[config.mk]
export PLATFORM = sky130hd
export DESIGN_NAME = cmp_match_unit
export DESIGN_NICKNAME = d
export VERILOG_FILES = /design/src/rtl/cmu_pkg.sv /design/src/rtl/cmu_ordered_sub.sv /design/src/rtl/cmu_carry_gen.sv /design/src/rtl/cmu_byte_scan.sv /design/src/rtl/cmp_match_unit.sv
export SDC_FILE = /design/constraint.sdc
export NUM_CORES = 1
export LEC_CHECK = 0
export BUFFER_PORTS_ARGS = -buffer_cell sky130_fd_sc_hd__buf_2
export CAP_MARGIN = 0
export CORE_UTILIZATION = 35
export CTS_CLUSTER_SIZE = 40
export DETAILED_ROUTE_END_ITERATION = 12
export PLACE_DENSITY = 0.65
export SETUP_SLACK_MARGIN = 0.4
export SYNTH_ARGS = -nofsm -noshare
export SYNTH_HDL_FRONTEND = slang
export SYNTH_SLANG_ARGS = --single-unit
[constraint.sdc]
create_clock -name clk -period 0.8 [get_ports clk]
set_input_delay 0.08 -clock clk [delete_from_list [all_inputs] [get_ports clk]]
set_output_delay 0.08 -clock clk [all_outputs]
set_load 0.01 [all_outputs]
[src/rtl/cmu_pkg.sv]
package cmu_pkg;
  typedef enum logic [1:0] {
    OP_SCMP   = 2'b00,
    OP_UCMP   = 2'b01,
    OP_CARRY  = 2'b10,
    OP_BMATCH = 2'b11
  } cmu_op_e;
endpackage

[src/rtl/cmu_ordered_sub.sv]
// Subtraction b - a whose top bit is patched to carry the ordering a > b.
module cmu_ordered_sub #(
  parameter int DW = 32
) (
  input  logic [DW-1:0] a,
  input  logic [DW-1:0] b,
  input  logic          is_signed,
  output logic [DW-1:0] res
);
  localparam int MSB = DW - 1;

  logic [DW-1:0] diff;
  logic          sign_split;
  logic          top_bit;

  always_comb begin
    diff       = b - a;
    sign_split = a[MSB] ^ b[MSB];
    if (sign_split) top_bit = is_signed ? b[MSB] : a[MSB];
    else            top_bit = diff[MSB];
    res = {top_bit, diff[MSB-1:0]};
  end
endmodule

[src/rtl/cmu_carry_gen.sv]
// Carry-out of a + b + cin.
module cmu_carry_gen #(
  parameter int DW = 32
) (
  input  logic [DW-1:0] a,
  input  logic [DW-1:0] b,
  input  logic          cin,
  output logic          cout
);
  logic [DW:0] wide_sum;

  always_comb begin
    wide_sum = {1'b0, a} + {1'b0, b} + {{DW{1'b0}}, cin};
    cout     = wide_sum[DW];
  end
endmodule

[src/rtl/cmu_byte_scan.sv]
// First equal byte lane, counted from the most significant end (1-based).
module cmu_byte_scan #(
  parameter int DW    = 32,
  parameter int LANES = DW / 8,
  parameter int IDX_W = $clog2(LANES + 1)
) (
  input  logic [DW-1:0]    a,
  input  logic [DW-1:0]    b,
  output logic [IDX_W-1:0] lane_idx
);
  logic [LANES-1:0] lane_eq;

  genvar g;
  generate
    for (g = 0; g < LANES; g++) begin : g_lane
      localparam int HI = DW - 1 - 8 * g;
      assign lane_eq[g] = (a[HI -: 8] == b[HI -: 8]);
    end
  endgenerate

  always_comb begin
    lane_idx = '0;
    for (int i = LANES - 1; i >= 0; i--) begin
      if (lane_eq[i]) lane_idx = IDX_W'(i + 1);
    end
  end
endmodule

[src/rtl/cmp_match_unit.sv]
module cmp_match_unit #(
  parameter int DW      = 32,
  parameter bit REG_OUT = 1'b1
) (
  input  logic          clk,
  input  logic          rst_n,
  input  logic [DW-1:0] op_a,
  input  logic [DW-1:0] op_b,
  input  logic          carry_in,
  input  logic [1:0]    opcode,
  output logic [DW-1:0] result
);
  import cmu_pkg::*;

  localparam int LANES = DW / 8;
  localparam int IDX_W = $clog2(LANES + 1);

  cmu_op_e         op;
  logic [DW-1:0]   cmp_res;
  logic            carry_res;
  logic [IDX_W-1:0] match_res;
  logic [DW-1:0]   res_nxt;

  assign op = cmu_op_e'(opcode);

  cmu_ordered_sub #(.DW(DW)) u_sub (
    .a         (op_a),
    .b         (op_b),
    .is_signed (op == OP_SCMP),
    .res       (cmp_res)
  );

  cmu_carry_gen #(.DW(DW)) u_carry (
    .a    (op_a),
    .b    (op_b),
    .cin  (carry_in),
    .cout (carry_res)
  );

  cmu_byte_scan #(.DW(DW), .LANES(LANES), .IDX_W(IDX_W)) u_scan (
    .a        (op_a),
    .b        (op_b),
    .lane_idx (match_res)
  );

  always_comb begin
    unique case (op)
      OP_SCMP, OP_UCMP: res_nxt = cmp_res;
      OP_CARRY:         res_nxt = {{(DW-1){1'b0}}, carry_res};
      OP_BMATCH:        res_nxt = {{(DW-IDX_W){1'b0}}, match_res};
      default:          res_nxt = '0;
    endcase
  end

  generate
    if (REG_OUT) begin : g_reg
      logic [DW-1:0] res_q;
      always_ff @(posedge clk or negedge rst_n) begin
        if (!rst_n) res_q <= '0;
        else        res_q <= res_nxt;
      end
      assign result = res_q;
    end else begin : g_comb
      assign result = res_nxt;
    end
  endgenerate
endmodule

==> Word level (Yosys, flattened, before mapping) <==
Index checks and enable logic that the tools add are counted.
Widths: inputs -> output; s select.
{ "word_totals": {"regBits": 32, "inputBits": 69} }
{ "op_classes": {"add_sub_neg": 3, "eq_ne": 7, "mux": 7, "bitwise_logic": 1, "n_reduce_logical": 2} }
{ "ops": {"columns": ["operator", "n"], "rows": [
  ["$pmux 32 s3", 1],
  ["$add 32x32->33", 1],
  ["$add 33x1->33", 1],
  ["$eq 8x8->1", 4],
  ["$sub 32x32->32", 1],
  ["$mux 3", 4],
  ["$eq 2x2->1 const B", 2],
  ["$eq 2x1->1 const B", 1],
  ["$logic_not 2->1", 1],
  ["$mux 1", 2],
  ["$reduce_or 2->1", 1],
  ["$xor 1x1->1", 1]
]} }

==> Depth between registers and ports, before layout <==
Gate-level depths: netlist (run 1).
{ "logic_depth": {"ltp_word": 6, "ltp_mapped": 10, "depth_no_buf": 10} }

==> Cells and area by module <==
From an unflattened synthesis (run 1), not the netlist that was laid out.
{ "hier_totals": {"cells_unflattened": 479, "area_unflattened_um2": 4038.9} }
{ "by_module_without_submodules": {"columns": ["mod", "instances", "cells_per_inst", "area_each_um2"], "rows": [
  ["cmu_ordered_sub", 1, 280, 1890.6],
  ["cmp_match_unit", 1, 74, 1062.3],
  ["cmu_carry_gen", 1, 78, 691.9],
  ["cmu_byte_scan", 1, 47, 394.1]
]} }

==> Worst setup path after synthesis (run 1) <==
Ideal clock, no wire load.
{ "synth_path": {"kind": "input-to-reg", "start": "input port op_b[0]", "end": "register g_reg.res_q[28] (netlist: result[28])", "setup_time_ns": 0.125, "arrival_time_ns": 1.893, "required_time_ns": 0.675, "path_slack_ns": -1.218, "stages": 10, "path_cell_list": "inv_1 -> ha_1 -> fa_1 -> and2b_1 -> o21bai_4 -> a211oi_4 -> nor2_4 -> o21ai_2 -> a221oi_2 -> mux2_4"} }
{ "synth_via": {"elab_chain_cells": 2} }
{ "synth_lines": {"columns": ["item", "line", "text"], "rows": [
  ["start: declaration", "cmp_match_unit.sv:8", "input logic [DW-1:0] op_b,"],
  ["$sub 32x32->32", "cmu_ordered_sub.sv:17", "diff = b - a;"],
  ["$pmux 32 s3", "cmp_match_unit.sv:47", "unique case (op)"],
  ["named net res_nxt[28]", "cmp_match_unit.sv:22", "logic [DW-1:0] res_nxt;"],
  ["end signal: assignment", "cmp_match_unit.sv:60", "else res_q <= res_nxt;"],
  ["end: declaration", "cmp_match_unit.sv:57", "logic [DW-1:0] res_q;"]
]} }
The timed path passes the listed nets, and every way through them passes these cells.

==> Worst setup path in the final report (run 1) <==
{ "layout_path": {"start": "input port op_b[0]", "end": "register g_reg.res_q[26] (netlist: result[26])"} }
The elaborated chain is that of the path after synthesis.

==> impl_metrics.json, run 1 <==
{
  "yosysSeqAreaShare": 0.2106,
  "synth_cell_types": 71,
  "rsz0062_at_grt": "true",
  "whs_ns": -0.2569,
  "synth_warnings": 0,
  "dieHeight_microns": 106.2,
  "grtUsageMet1": 0.2935,
  "rows": 37,
  "drtPass1Iterations": 5,
  "post-route-period-util": 2.343,
  "cp-startpoint": "op_b[0]",
  "vias": 4594,
  "cts_root_buffer": "clkbuf_8",
  "grt_busiest_layer": "met2",
  "cts.sinks": 32,
  "path_max_fanout": 4,
  "grt_max_degree": 33,
  "synth_compound_area_frac": 0.2445,
  "cp.required_ns": 1.00,
  "routabilityCongestion": 0.9194,
  "die_x_microns": 106.2,
  "drt_iter0_markers": 225,
  "cp.arrival_ns": 2.07,
  "core_sq_um": 10420,
  "p_leak_nw": 3.363,
  "final_cell_mix": "164 x buf_4, 86 x buf_2, 45 x nor2_1",
  "critical_path_class": "input port to flip-flop",
  "critPathLaunchType": "input port",
  "route.final.wire_length_mm": 14.27,
  "dp_hpwl_mm": 9.997,
  "numCtsBuffers": 5,
  "largest_register_ffs": 32,
  "syn-num-nets": 599,
  "syn_to_final_growth_pct": 81.15,
  "n_antenna_cell": 0,
  "boundaryPins": 101,
  "initial_core_util": 0.3650,
  "cap_violations": 0,
  "setup_ws_ns": -1.075,
  "grt_usage": 0.2220,
  "synthSimpleGateAreaFrac": 0.1922,
  "port_buffers": 100,
  "drc": 0,
  "grt_pass1_vias": 4485,
  "ys_seq_elements": 32,
  "pre_cts_slack_ns": -1.390,
  "relSlewSlack": 0.6682,
  "finalSetupViolCount": 64,
  "crit_path_end_kind": "flip-flop",
  "cts_tree": "built",
  "synth-edff-count": 0,
  "peakVddDrop_v": 0.0008833,
  "synthXorXnorAreaFrac": 0.05298,
  "postSynthAreaPerCell_sq_um": 8.160,
  "ant_nets": 0,
  "outcome": "finished with violations",
  "grtUsageMet3": 0.02391,
  "powerDensity_nw_per_um2": 1220,
  "violations": "negative hold slack, negative setup slack",
  "avgViaCountPerCell": 5.280,
  "syn_area_sq_um": 3802,
  "clock.fmax_ghz": 0.5335,
  "drive_above_1_share": 0.5695,
  "grt.met2_usage": 0.3915,
  "cts_buffer_depth": 2,
  "die-area_sq_um": 11280,
  "nets": 866,
  "netlist_instances": 466,
  "cp-endpoint": "result[26]",
  "antenna_found_initial": 0,
  "final_common_cell": "buf_4",
  "tightestPinTransition_ns": 0.4908,
  "clk_pin_slew_worst_paths_ns": 0.07,
  "overflow": 0,
  "hold_class": "input port to async pin",
  "synth_ff_type": "dfrtp_1",
  "period_needed_ns": 1.875,
  "stdcell_count": 870,
  "synth_top_family_by_area": "compound AO/OA/AOI/OAI gates",
  "tns_ns": -27.90,
  "grt_pass1_wl_mm": 20.63,
  "async_flop_share": 1.000,
  "dp_cells": 839,
  "cts_max_level": 2,
  "hold_viol_final": 32,
  "wl_per_cell_microns": 16.40,
  "synth_fa_ha_area_frac": 0.2126,
  "synth.mux.area_fraction": 0.009872,
  "drv_slew": 0
}
area by class of cell:
type | instances | area (sq um)
timing repair buffer | 284 | 2081
fill | 762 | 3528
clock buffer | 5 | 68.82
tap | 136 | 170.2
inverter | 46 | 197.7
multi-input combinational | 364 | 3527
sequential | 32 | 800.8
clock inverter | 3 | 42.54
timing repair:
item / 4_1_cts / 5_1_grt
hold endpoints to repair: 32 / 32
pin swaps: 34 / 49
resized for setup: 67 / 81
buffers inserted: 11 / 12
setup endpoints to repair: 64 / 64
per-stage QoR:
stage | hold WS, ns | power (mW) | area, sq um | util
floorplan | -0.2156 | 4.040 | 4133 | -
global placement | 0.04736 | 5.740 | 5826 | 0.5593
detailed placement | 0.05293 | 5.824 | 5826 | 0.5593
CTS | -0.2520 | 7.774 | 6394 | 0.6138
global route | -0.2402 | 8.842 | 6888 | 0.6613
finish | -0.2569 | 8.402 | 6888 | 0.6613
critical path: stages:
cell and delay (ns):
buf_8 0.11, inv_8 0.04, ha_4 0.12, fa_2 0.19
and2b_2 0.24, o21bai_4 0.16, a211oi_4 0.10, buf_4 0.15
o32ai_4 0.37, a21oi_2 0.13, o21a_1 0.20, nor3_2 0.17
power by group:
group          switching, mW  internal, mW
Combinational           2.45          2.52
Clock                  0.614         0.921
Sequential            0.0701          1.83
Total                   3.14          5.26
synthesized netlist by cell type, types with 3 or more instances:
library cell	n	area, sq um
ha_1	63	788.3
nor2_1	49	183.9
inv_1	46	172.7
a21oi_1	43	215.2
dfrtp_1	32	800.8
nand2_1	24	90.09
o21ai_0	17	85.08
xnor2_1	17	148.9
nor3_1	15	75.07
clkbuf_1	13	48.80
a21o_1	12	90.09
nand3_1	11	55.05
buf_2	7	35.03
a31oi_1	6	37.54
nand2b_1	6	37.54
nor2b_1	6	37.54
o21a_1	6	45.04
xor2_1	6	52.55
nand4_1	5	31.28
o21ai_1	5	25.02
and3_1	4	25.02
o21bai_1	4	30.03
o31ai_1	4	30.03
a21oi_2	3	26.28
and2_1	3	18.77
or4_1	3	22.52
cell families (layout without fill, tap and decap cells):
group                      after synthesis  count (layout)
and+or+nand+nor                        143             143
AOI/OAI and AO/OA                      131             131
buffers and inverters                   70             338
adders and majority gates               64              64
DFF                                     32              32
xor gates and xnor gates                23              23
muxes                                    3               3
worst min path at each step:
stage	endpoint	slack [ns]	cells after the start
floorplan	result[0]	-0.22	0
global route	result[15]	-0.24	2
CTS	result[15]	-0.25	2
finish	result[15]	-0.26	2
detailed placement	result[1]	0.05	2
global placement	result[2]	0.05	2
layer usage:
metal | up-vias | wire length [microns]
met5 | - | 0
met4 | 0 | 539
met3 | 54 | 854
met2 | 208 | 7025
met1 | 2163 | 5846
li1 | 2169 | -
Power figures use the tool's default switching activity.
==> run 2, diff against run 1 <==
Settings changed: SKIP_LAST_GASP from default to 1.
==> impl_metrics.json, run 2 (same netlist as run 1, synthesis figures left out) <==
{
  "ant_nets": 0,
  "cts_buffer_depth": 2,
  "crit_path_max_incr_delay_ns": 0.38,
  "setup_ws_ns": -1.085,
  "power_switching_mw": 3.105,
  "boundaryPins": 101,
  "n_fill_cell": 764,
  "grt_pass1_wl_mm": 20.60,
  "clock.fmax_ghz": 0.5306,
  "n_antenna_cell": 0,
  "stdcell_count": 869,
  "routabilityCongestion": 0.9194,
  "hold_viol_final": 32,
  "violations": "negative hold slack, negative setup slack",
  "drv_slew": 0,
  "final_common_cell": "buf_4",
  "grt_pass1_vias": 4478,
  "path_max_fanout": 4,
  "cp.arrival_ns": 2.08,
  "dp_cells": 839,
  "p_seq_frac": 0.227,
  "port_buffers": 100,
  "fin_util": 0.6541,
  "p_sw_frac": 0.3725,
  "crit_buf_inv": 2,
  "cp_slowest_cell": "o32ai_4",
  "dp_hpwl_mm": 9.997,
  "p_leak_nw": 3.338,
  "die-area_sq_um": 11280,
  "nets": 865,
  "cts_max_level": 2,
  "antenna_found_initial": 0,
  "critPathLaunchType": "input port",
  "cap_violations": 0,
  "cts_tree": "built",
  "rows": 37,
  "cts_root_buffer": "clkbuf_8",
  "crit_path_end_kind": "flip-flop",
  "drive_above_1_share": 0.5648,
  "intPower_mw": 5.231,
  "whs_ns": -0.2524,
  "overflow": 0,
  "core_sq_um": 10420,
  "outcome": "finished with violations",
  "die_x_microns": 106.2,
  "peakVddDrop_v": 0.0008952,
  "largest_register_ffs": 32,
  "tns_ns": -27.89,
  "relSlewSlack": 0.6726,
  "drtPass1Iterations": 5,
  "route.final.wire_length_mm": 13.97,
  "clkPwrFrac": 0.183,
  "syn_to_final_growth_pct": 79.17,
  "critical_path_class": "input port to flip-flop",
  "dieHeight_microns": 106.2,
  "powerDensity_nw_per_um2": 1224,
  "numCtsBuffers": 5,
  "hold_class": "input port to async pin",
  "period_needed_ns": 1.885,
  "avgViaCountPerCell": 5.217,
  "drt_iter0_markers": 222,
  "post-route-period-util": 2.356,
  "tightestPinTransition_ns": 0.4843,
  "drc": 0,
  "final_cell_mix": "167 x buf_4, 89 x buf_2, 45 x nor2_1",
  "grt_usage": 0.2215,
  "clk_pin_slew_worst_paths_ns": 0.07,
  "path_cells": "buf_2, ha_4, a21o_4, a21oi_4, a211oi_4, buf_4, o32ai_4, a21oi_2, o21a_1, nor3_2",
  "grt_max_degree": 33,
  "p_comb_frac": 0.590,
  "finalSetupViolCount": 64,
  "wl_per_cell_microns": 16.07,
  "vias": 4534,
  "rsz0062_at_grt": "true",
  "cp.required_ns": 0.99,
  "cts.sinks": 32,
  "crit_family": "compound AO/OA/AOI/OAI gates",
  "initial_core_util": 0.3650
}
-- run 2: how the worst max path moves through the flow --
| stage | from | to | cells past startpoint |
|---|---|---|---|
| after detailed placement | op_b[0] | result[28] | 11 |
| after global placement | op_b[0] | result[28] | 11 |
| after floorplan | op_b[0] | result[28] | 10 |
| after global routing | op_b[4] | result[26] | 10 |
| final | op_b[4] | result[26] | 10 |
| after CTS | op_b[0] | result[30] | 12 |
-- run 2: through the flow --
stage	total power, mW	hold WS, ns	worst slack [ns]	cell area (sq um)
6_report	8.337	-0.2524	-1.085	6813
4_1_cts	7.766	-0.2520	-1.002	6384
3_5_place_dp	5.824	0.05293	-1.390	5826
3_3_place_gp	5.740	0.04736	-1.330	5826
2_1_floorplan	4.040	-0.2156	-1.112	4133
5_1_grt	8.780	-0.2421	-1.118	6813
-- run 2: area by class of cell --
type / count / area [sq um] / area share
multi-input combinational: 364 / 3502 / 0.5141
timing repair buffer: 283 / 2028 / 0.2977
sequential: 32 / 800.8 / 0.1175
inverter: 46 / 200.2 / 0.02938
tap: 136 / 170.2 / 0.02498
clock buffer: 5 / 68.82 / 0.01010
clock inverter: 3 / 42.54 / 0.006244
-- run 2: power by group through the flow --
stage                     sequential (mW)  clock (mW)  combinational (mW)
after CTS                            1.89        1.54                4.33
after global routing                 1.91        1.62                5.25
after detailed placement             1.93           0                3.90
after floorplan                      2.03           0                2.01
after global placement               1.92           0                3.82
final                                1.90        1.53                4.92
-- run 2: layer usage --
metal,part of all wire,global-route usage
met5,0,0
met4,0.029,0.03968
met3,0.051,0.02391
met2,0.49,0.3887
met1,0.43,0.2942
-- run 2: repair_timing --
action / in CTS / in global routing
buffers inserted: 11 / 11
pin swaps: 32 / 46
cloned: 0 / 0
hold endpoints to repair: 32 / 32
endpoints found under the setup margin: 64 / 64
resized for setup: 66 / 66
==> run 3, diff against run 2 <==
Settings changed: BUFFER_PORTS_ARGS -buffer_cell sky130_fd_sc_hd__buf_2 to -buffer_cell sky130_fd_sc_hd__buf_4, CORE_ASPECT_RATIO from default to 1.2, SKIP_CTS_REPAIR_TIMING from default to 1.
==> impl_metrics.json, run 3 (same netlist as run 1, synthesis figures left out) <==
{
  "setup_ws_ns": -1.051,
  "nets": 833,
  "numCtsBuffers": 5,
  "drv_slew": 0,
  "ant_nets": 0,
  "p_seq_frac": 0.220,
  "route.final.wire_length_mm": 12.74,
  "vias": 4165,
  "die_x_microns": 97.15,
  "routabilityCongestion": 0.8567,
  "initial_core_util": 0.3598,
  "cts_root_buffer": "clkbuf_16",
  "wl_per_cell_microns": 15.35,
  "relSlewSlack": 0.5934,
  "clock.fmax_ghz": 0.5401,
  "critical_path_class": "input port to flip-flop",
  "clk_pin_slew_worst_paths_ns": 0.05,
  "p_sw_frac": 0.3389,
  "die-area_sq_um": 11290,
  "grt_pass1_vias": 3881,
  "drt_iter0_markers": 163,
  "dp_cells": 804,
  "finalSetupViolCount": 64,
  "avgViaCountPerCell": 5.018,
  "final_common_cell": "buf_4",
  "cts_tree": "built",
  "outcome": "finished with violations",
  "dieHeight_microns": 116.2,
  "violations": "negative hold slack, negative setup slack",
  "cp.arrival_ns": 2.01,
  "antenna_found_initial": 0,
  "cap_violations": 0,
  "grt_max_degree": 33,
  "cts.sinks": 32,
  "hold_class": "input port to async pin",
  "drc": 0,
  "dp_hpwl_mm": 9.714,
  "stdcell_count": 830,
  "n_fill_cell": 842,
  "port_buffers": 100,
  "cts_max_level": 2,
  "peakVddDrop_v": 0.0008363,
  "grt_usage": 0.1983,
  "clkPwrFrac": 0.242,
  "syn_to_final_growth_pct": 79.10,
  "crit_path_end_kind": "flip-flop",
  "intPower_mw": 5.868,
  "drive_above_1_share": 0.5321,
  "p_comb_frac": 0.538,
  "core_sq_um": 10570,
  "p_leak_nw": 3.255,
  "tightestPinTransition_ns": 0.6047,
  "powerDensity_nw_per_um2": 1303,
  "overflow": 0,
  "period_needed_ns": 1.851,
  "path_max_fanout": 3,
  "grt_pass1_wl_mm": 18.31,
  "drtPass1Iterations": 4,
  "cp.required_ns": 0.96,
  "critPathLaunchType": "input port",
  "post-route-period-util": 2.314,
  "rows": 41,
  "rsz0062_at_grt": "true",
  "hold_viol_final": 32,
  "n_antenna_cell": 0,
  "boundaryPins": 101,
  "whs_ns": -0.2627,
  "cts_buffer_depth": 2,
  "cp-startpoint": "op_b[16]",
  "power_switching_mw": 3.008,
  "largest_register_ffs": 32,
  "final_cell_mix": "198 x buf_4, 47 x nor2_1, 47 x buf_6"
}
-- run 3: changes by cell type in the layout (fill, tap and decap cells not counted), moves of 6 or more --
| cell | previous run | this run |
|---|---|---|
| buf_2 | 89 | 0 |
| buf_4 | 167 | 198 |
| buf_6 | 23 | 47 |
| inv_1 | 35 | 29 |
-- run 3: worst paths after layout --
path | slack [ns] | depth (start not counted) | endpoint
setup / recovery | -1.05 | 8 | result[27]
hold / removal | -0.26 | 1 | result[14]
max in group asynchronous | 0.78 | 1 | result[6]
min in group clk | 0.16 | 3 | result[29]
-- run 3: stage by stage --
| step | power, mW | setup TNS (ns) | cell area [sq um] | setup WS, ns | utilization |
|---|---|---|---|---|---|
| finish | 8.876 | -26.18 | 6810 | -1.051 | 0.6444 |
| global route | 9.382 | -29.07 | 6810 | -1.092 | 0.6444 |
| floorplan | 4.040 | -24.74 | 4133 | -1.112 | - |
| global placement | 5.841 | -33.46 | 5844 | -1.285 | 0.5530 |
| detailed placement | 5.901 | -33.79 | 5844 | -1.322 | 0.5530 |
| CTS | 8.066 | -26.95 | 6012 | -1.041 | 0.5689 |
-- run 3: area by class of cell --
cell class | count | area [sq um] | share of cell area
clock inverter | 3 | 42.54 | 0.006247
inverter | 46 | 202.7 | 0.02976
clock buffer | 5 | 125.1 | 0.01837
sequential | 32 | 800.8 | 0.1176
timing repair buffer | 251 | 2111 | 0.3099
multi-input combinational | 364 | 3367 | 0.4944
tap | 129 | 161.4 | 0.02370
-- run 3: power groups by stage --
stage / sequential, mW / clock [mW] / combinational [mW]
2_1_floorplan: 2.03 / 0 / 2.01
3_3_place_gp: 1.94 / 0 / 3.90
3_5_place_dp: 1.94 / 0 / 3.96
4_1_cts: 1.91 / 2.17 / 3.98
5_1_grt: 1.97 / 2.27 / 5.14
6_report: 1.96 / 2.15 / 4.77
-- run 3: routing by layer --
metal,vias to the layer above,wire length [microns],track usage
met5,-,0,0
met2,82,6658,0.3535
li1,2091,-,-
met1,1982,5595,0.2654
met4,0,155,0.03085
met3,10,332,0.02035
-- run 3: critical path, cell delays in order --
cell and delay (ns):
buf_4 0.13, ha_4 0.28, a21o_1 0.20, a31oi_1 0.15
o31ai_1 0.53, nand3_1 0.20, o211ai_2 0.12, mux2_4 0.31
